==> src/rtl/bcdcal_pkg.sv <==
package bcdcal_pkg;
  localparam int BYTE_W = 8;
  localparam int SEL_W  = 3;

  typedef enum logic [SEL_W-1:0] {
    F_SEC  = 3'd0,
    F_MIN  = 3'd1,
    F_HOUR = 3'd2,
    F_DOW  = 3'd3,
    F_DATE = 3'd4,
    F_MON  = 3'd5,
    F_YEAR = 3'd6
  } field_sel_e;

  // increment a two-digit packed BCD value
  function automatic logic [BYTE_W-1:0] bcd_inc(input logic [BYTE_W-1:0] v);
    if (v[3:0] >= 4'd9) bcd_inc = {v[7:4] + 4'd1, 4'd0};
    else                bcd_inc = {v[7:4], v[3:0] + 4'd1};
  endfunction

  // tens*10+ones divisible by 4: even tens need ones 0/4/8, odd tens need 2/6
  function automatic logic bcd_leap(input logic [BYTE_W-1:0] y);
    if (y[4] == 1'b0) bcd_leap = (y[3:0] == 4'd0) || (y[3:0] == 4'd4) || (y[3:0] == 4'd8);
    else              bcd_leap = (y[3:0] == 4'd2) || (y[3:0] == 4'd6);
  endfunction

  function automatic logic [BYTE_W-1:0] bcd_last_date(input logic [BYTE_W-1:0] m,
                                                        input logic leap);
    case (m)
      8'h02:                      bcd_last_date = leap ? 8'h29 : 8'h28;
      8'h04, 8'h06, 8'h09, 8'h11: bcd_last_date = 8'h30;
      default:                    bcd_last_date = 8'h31;
    endcase
  endfunction
endpackage

==> src/rtl/bcdcal_month_len.sv <==
module bcdcal_month_len
  import bcdcal_pkg::*;
(
  input  logic [BYTE_W-1:0] month,
  input  logic [BYTE_W-1:0] year,
  output logic              leap,
  output logic [BYTE_W-1:0] last_date
);
  always_comb begin
    leap      = bcd_leap(year);
    last_date = bcd_last_date(month, leap);
  end
endmodule

==> src/rtl/bcdcal_field.sv <==
module bcdcal_field
  import bcdcal_pkg::*;
#(
  parameter int          W       = 8,
  parameter logic [W-1:0] LO     = '0,
  parameter logic [W-1:0] RST_VAL = '0
) (
  input  logic         clk,
  input  logic         rst_n,
  input  logic [W-1:0] hi,
  input  logic         step,
  input  logic         ld,
  input  logic [W-1:0] ld_val,
  output logic [W-1:0] q,
  output logic         wrap
);
  logic [BYTE_W-1:0] q_ext;
  logic [BYTE_W-1:0] q_inc;
  logic              at_top;

  always_comb begin
    q_ext  = BYTE_W'(q);
    q_inc  = bcd_inc(q_ext);
    at_top = (q >= hi);
    wrap   = step && at_top;
  end

  always_ff @(posedge clk) begin
    if (!rst_n)      q <= RST_VAL;
    else if (ld)     q <= ld_val;
    else if (step)   q <= at_top ? LO : W'(q_inc);
  end

  assert_field_wrap_R11: assert property (@(posedge clk) disable iff (!rst_n)
    (step && !ld && q >= hi) |=> (q == LO));
  assert_field_load_R8: assert property (@(posedge clk) disable iff (!rst_n)
    ld |=> (q == $past(ld_val)));
endmodule

==> src/rtl/bcd_clock_calendar.sv <==
module bcd_clock_calendar
  import bcdcal_pkg::*;
(
  input  logic              clk,
  input  logic              rst_n,
  input  logic              tick_1hz,
  input  logic              wr_en,
  input  logic [SEL_W-1:0]  wr_sel,
  input  logic [BYTE_W-1:0] wr_data,
  output logic [BYTE_W-1:0] sec,
  output logic [BYTE_W-1:0] min,
  output logic [BYTE_W-1:0] hour,
  output logic [BYTE_W-1:0] dow,
  output logic [BYTE_W-1:0] date,
  output logic [BYTE_W-1:0] mon_cen,
  output logic [BYTE_W-1:0] year
);
  localparam int MON_W = BYTE_W - 1;

  logic advance;
  logic ld_sec, ld_min, ld_hour, ld_dow, ld_date, ld_mon, ld_year;
  logic sec_wrap, min_wrap, hour_wrap, dow_wrap, date_wrap, mon_wrap, year_wrap;
  logic [MON_W-1:0]  mon_q;
  logic [BYTE_W-1:0] last_date;
  logic              leap_yr;
  logic              century;

  always_comb begin
    advance = tick_1hz && !wr_en;
    ld_sec  = wr_en && (wr_sel == F_SEC);
    ld_min  = wr_en && (wr_sel == F_MIN);
    ld_hour = wr_en && (wr_sel == F_HOUR);
    ld_dow  = wr_en && (wr_sel == F_DOW);
    ld_date = wr_en && (wr_sel == F_DATE);
    ld_mon  = wr_en && (wr_sel == F_MON);
    ld_year = wr_en && (wr_sel == F_YEAR);
  end

  bcdcal_month_len u_len (
    .month(BYTE_W'(mon_q)), .year(year), .leap(leap_yr), .last_date(last_date)
  );

  bcdcal_field #(.W(BYTE_W), .LO(8'h00), .RST_VAL(8'h00)) u_sec (
    .clk(clk), .rst_n(rst_n), .hi(8'h59), .step(advance), .ld(ld_sec),
    .ld_val(wr_data), .q(sec), .wrap(sec_wrap));

  bcdcal_field #(.W(BYTE_W), .LO(8'h00), .RST_VAL(8'h00)) u_min (
    .clk(clk), .rst_n(rst_n), .hi(8'h59), .step(sec_wrap), .ld(ld_min),
    .ld_val(wr_data), .q(min), .wrap(min_wrap));

  bcdcal_field #(.W(BYTE_W), .LO(8'h00), .RST_VAL(8'h00)) u_hour (
    .clk(clk), .rst_n(rst_n), .hi(8'h23), .step(min_wrap), .ld(ld_hour),
    .ld_val(wr_data), .q(hour), .wrap(hour_wrap));

  bcdcal_field #(.W(BYTE_W), .LO(8'h01), .RST_VAL(8'h01)) u_dow (
    .clk(clk), .rst_n(rst_n), .hi(8'h07), .step(hour_wrap), .ld(ld_dow),
    .ld_val(wr_data), .q(dow), .wrap(dow_wrap));

  bcdcal_field #(.W(BYTE_W), .LO(8'h01), .RST_VAL(8'h01)) u_date (
    .clk(clk), .rst_n(rst_n), .hi(last_date), .step(hour_wrap), .ld(ld_date),
    .ld_val(wr_data), .q(date), .wrap(date_wrap));

  bcdcal_field #(.W(MON_W), .LO(7'h01), .RST_VAL(7'h01)) u_mon (
    .clk(clk), .rst_n(rst_n), .hi(7'h12), .step(date_wrap), .ld(ld_mon),
    .ld_val(wr_data[MON_W-1:0]), .q(mon_q), .wrap(mon_wrap));

  bcdcal_field #(.W(BYTE_W), .LO(8'h00), .RST_VAL(8'h00)) u_year (
    .clk(clk), .rst_n(rst_n), .hi(8'h99), .step(mon_wrap), .ld(ld_year),
    .ld_val(wr_data), .q(year), .wrap(year_wrap));

  always_ff @(posedge clk) begin
    if (!rst_n)         century <= 1'b0;
    else if (ld_mon)    century <= wr_data[BYTE_W-1];
    else if (year_wrap) century <= ~century;
  end

  assign mon_cen = {century, mon_q};

  // century only moves on a month write or on the 99 -> 00 year rollover
  assert_century_cause_R7: assert property (@(posedge clk) disable iff (!rst_n)
    !$stable(century) |->
      ($past(ld_mon) || ($past(year) == 8'h99 && year == 8'h00)));
  assert_hold_idle_R10: assert property (@(posedge clk) disable iff (!rst_n)
    (!tick_1hz && !wr_en) |=>
      ($stable(sec) && $stable(min) && $stable(hour) && $stable(dow) &&
       $stable(date) && $stable(mon_cen) && $stable(year)));
  assert_write_wins_R9: assert property (@(posedge clk) disable iff (!rst_n)
    (tick_1hz && wr_en && wr_sel != F_SEC) |=> $stable(sec));
  assert_dow_with_date_R4: assert property (@(posedge clk) disable iff (!rst_n)
    (!$stable(dow) && !$past(wr_en)) |-> !$stable(date));
  assert_hour_range_R3: assert property (@(posedge clk) disable iff (!rst_n)
    ($past(min_wrap) && $past(hour) == 8'h23) |-> (hour == 8'h00));
endmodule

==> config.mk <==
export PLATFORM = sky130hd
export DESIGN_NAME = bcd_clock_calendar
export DESIGN_NICKNAME = d
export VERILOG_FILES = /design/src/rtl/bcdcal_pkg.sv /design/src/rtl/bcdcal_month_len.sv /design/src/rtl/bcdcal_field.sv /design/src/rtl/bcd_clock_calendar.sv
export SDC_FILE = /design/constraint.sdc
export NUM_CORES = 1
export LEC_CHECK = 0
export BUFFER_PORTS_ARGS = -buffer_cell sky130_fd_sc_hd__buf_2
export CORE_AREA = 2 2 100 93
export DETAILED_ROUTE_END_ITERATION = 10
export DIE_AREA = 0 0 102 95
export GPL_TIMING_DRIVEN = 0
export MAX_ROUTING_LAYER = met4
export PLACE_DENSITY = 0.73
export SLEW_MARGIN = 20
export SYNTH_ARGS = -nofsm -noshare
export SYNTH_HDL_FRONTEND = slang
export SYNTH_SLANG_ARGS = --single-unit
==> constraint.sdc <==
create_clock -name clk -period 3.7 [get_ports clk]
set_clock_uncertainty 0.05 [all_clocks]
set_input_delay 0.74 -clock clk [delete_from_list [all_inputs] [get_ports clk]]
set_output_delay 0.74 -clock clk [all_outputs]
set_load 0.005 [all_outputs]
==> flow_summary.toml <==
[outcome]
outcome = "complete, no violations"

[clocking]
clockRootBuffer = "clkbuf_8"
worstSkewPairLatency_ps = 310
clock-sinks = 56
hold_buffers = 0
cts_max_path_buffers = 2
cts_tree = "yes"
cts_setup_buffers = 0
htreeDepth = 2
clk_pin_slew_ps = 100
cts_resized = 0
cts_buffers = 5

[logic_synthesis]
synth_cell_types = 82
synth_fp_nets = 570
synth_seq_cells = 56
syn_area_um2 = 4220
synth_async_sr_flop_share_pct = 0
synth_cells = 512
seq_area_frac_synth_pct = 26.6
synth_edf_count = 0
ys_warn_count = 0
synthFlopType = "dfxtp_1"
syn_avg_cell_area_um2 = 8.24

[timing]
finalSetupViolations = 0
worstMarginPinSlew_ps = 703
min_period_ps = 3390
tns_ps = 0
finalCritPeriodShare_pct = 91.6
hold_ws_ps = 475
relSlewSlack_pct = 52.6
rsz0062_at_grt = "false"
fmax_mhz = 295
hold_viol_final = 0
slew_violations = 0

[detailed_routing]
vias = 4337
viasPerCell = 6.10
first_pass_iters = 5
drtIter0Drc = 318
drc = 0
wl_per_cell_um = 17.6
routed_wl_mm = 12.5
postRouteAntennaNets = 0

[floorplan]
initial_core_util_pct = 48.2
die_h_um = 95
dieArea_um2 = 9690
core-area_um2 = 8750
rows = 33
pin_count = 71
fp.dieW_um = 102

[setup_path]
cp_max_fo = 10
startpoint_type = "register"
critPathMaxStageDelay_ps = 480
end_kind = "register"
cp_slowest_cell = "nor3_1"
cp.required_ps = 3890
path_cells = "inv_1 -> ha_1 -> o211ai_1 -> a21oi_1 -> a41oi_1 -> nor2_1 -> mux2i_1 -> ha_1 -> nor4b_1 -> nor2_2 -> nor3_1 -> o21a_1 -> mux2i_1"
arrival_ps = 3580
crit_type = "reg -> reg"
r2r_cells = 13

[final_layout]
final_cell_mix = "78 x buf_2, 56 x dfxtp_1, 43 x nand2_1, 43 x ha_1, 38 x inv_1"
finalNonFillerCells = 711
mostFrequentLayoutCell = "buf_2"
diodes = 0
layout-drive-gt1-share_pct = 19.5
regArea_um2 = 1120
multiInputGateArea_um2 = 2820
area_growth_pct = 13.9
postLayoutCellArea_um2 = 4810
nFillCells = 856
nets = 646

[power_and_ir_drop]
p_leak_nw = 2.04
vdd_drop_max_mv = 0.172
power.density_nw_per_um2 = 249

[placement]
placed_cell_area_um2 = 4720
dp_hpwl_mm = 9.23
portBuffers = 69
dpl.cell_count = 703
place.gp.congestion = 0.928

[grt]
grt_max_degree = 16
grt_pass1_vias = 4082
track_usage_pct = 27.2
antenna_found_initial = 0
grt_pass1_wl_mm = 20.4
globalRouteOverflowTotal = 0

[hold_path]
min_path_cells = 2
hold_class = "reg -> reg"

[run]
drv_cap = 0
-- kinds of logic (layout without fill, tap and decap cells) --
kind of cell / Yosys count / in the layout / synth area share, %
muxes: 5 / 5 / 1.19
buffers and inverters: 65 / 142 / 6.67
xor gates and xnor gates: 5 / 5 / 1.04
and+or+nand+nor: 180 / 180 / 24.6
AOI/OAI and AO/OA: 158 / 158 / 27.2
DFF: 56 / 56 / 26.6
adders and majority gates: 43 / 43 / 12.7
-- path summary, 6_finish.rpt --
kind / start / end / slack, ps
worst max-delay path: u_mon.q[0]$_SDFFE_PN1P_ / u_date.q[5]$_SDFFE_PN0P_ / 310
worst max register to register: u_mon.q[0]$_SDFFE_PN1P_ / u_date.q[5]$_SDFFE_PN0P_ / 310
worst min-delay path: u_hour.q[5]$_SDFFE_PN0P_ / u_hour.q[5]$_SDFFE_PN0P_ / 470
worst min register to register: u_hour.q[5]$_SDFFE_PN0P_ / u_hour.q[5]$_SDFFE_PN0P_ / 470
-- cell usage after synthesis (5+ instances only) --
cell type	n	share of area, %
o21ai_0	22	2.6
a31oi_1	15	2.2
buf_2	9	1.1
ha_1	43	13
inv_1	38	3.4
o211ai_1	10	1.8
o31ai_1	10	1.8
a21oi_1	30	3.6
clkbuf_1	12	1.1
nand2_1	43	3.8
nor2_1	34	3.0
nand4b_1	7	1.5
dfxtp_1	56	27
o21a_1	5	0.89
nand3_1	18	2.1
or4_1	8	1.4
nor3_1	15	1.8
o31a_1	5	1.0
mux2i_1	5	1.2
and3_1	5	0.74
-- sequential cells by signal, indices dropped and copies added, names as in the netlist --
signal / cells
century: 1
u_date.q: 8
u_dow.q: 8
u_hour.q: 8
u_min.q: 8
u_mon.q: 7
u_sec.q: 8
u_year.q: 8
-- power by group --
part           switching, mW  internal [mW]
Clock                  0.206          0.154
Sequential            0.0222          0.618
Combinational          0.124         0.0722
Total                  0.352          0.844
-- critical path: cells and delay by family, from the launching register on --
kind            cells  cell delay (ps)
mux                 2              380
flops               1              460
compound gates      4              710
buf+inv             1              150
simple gates        4             1080
fa+ha+maj           2              490
-- per-stage QoR --
stage	total power [mW]	setup WS (ps)	utilization, %
floorplan	0.770	779	-
global placement	0.839	460	53.9
detailed placement	0.846	357	53.9
CTS	1.20	311	54.9
global route	1.25	155	54.9
finish	1.20	312	54.9
-- per-layer routing --
| metal | GRT usage (%) | share of wire (%) | wire [um] |
|---|---|---|---|
| met1 | 35.5 | 44 | 5550 |
| met2 | 42.5 | 46 | 5740 |
| met3 | 4.22 | 7.4 | 933 |
| met4 | 10.1 | 2.6 | 327 |
| met5 | - | 0 | 0 |
-- final cells by class --
type / count / area share (%)
buffer: 27 / 2.89
tap: 122 / 3.17
timing repair buffer: 69 / 7.18
clock buffer: 8 / 1.87
sequential: 56 / 23.3
multi-input combinational: 391 / 58.6
inverter: 38 / 2.97
No activity file was read; power rests on OpenSTA's default activity.
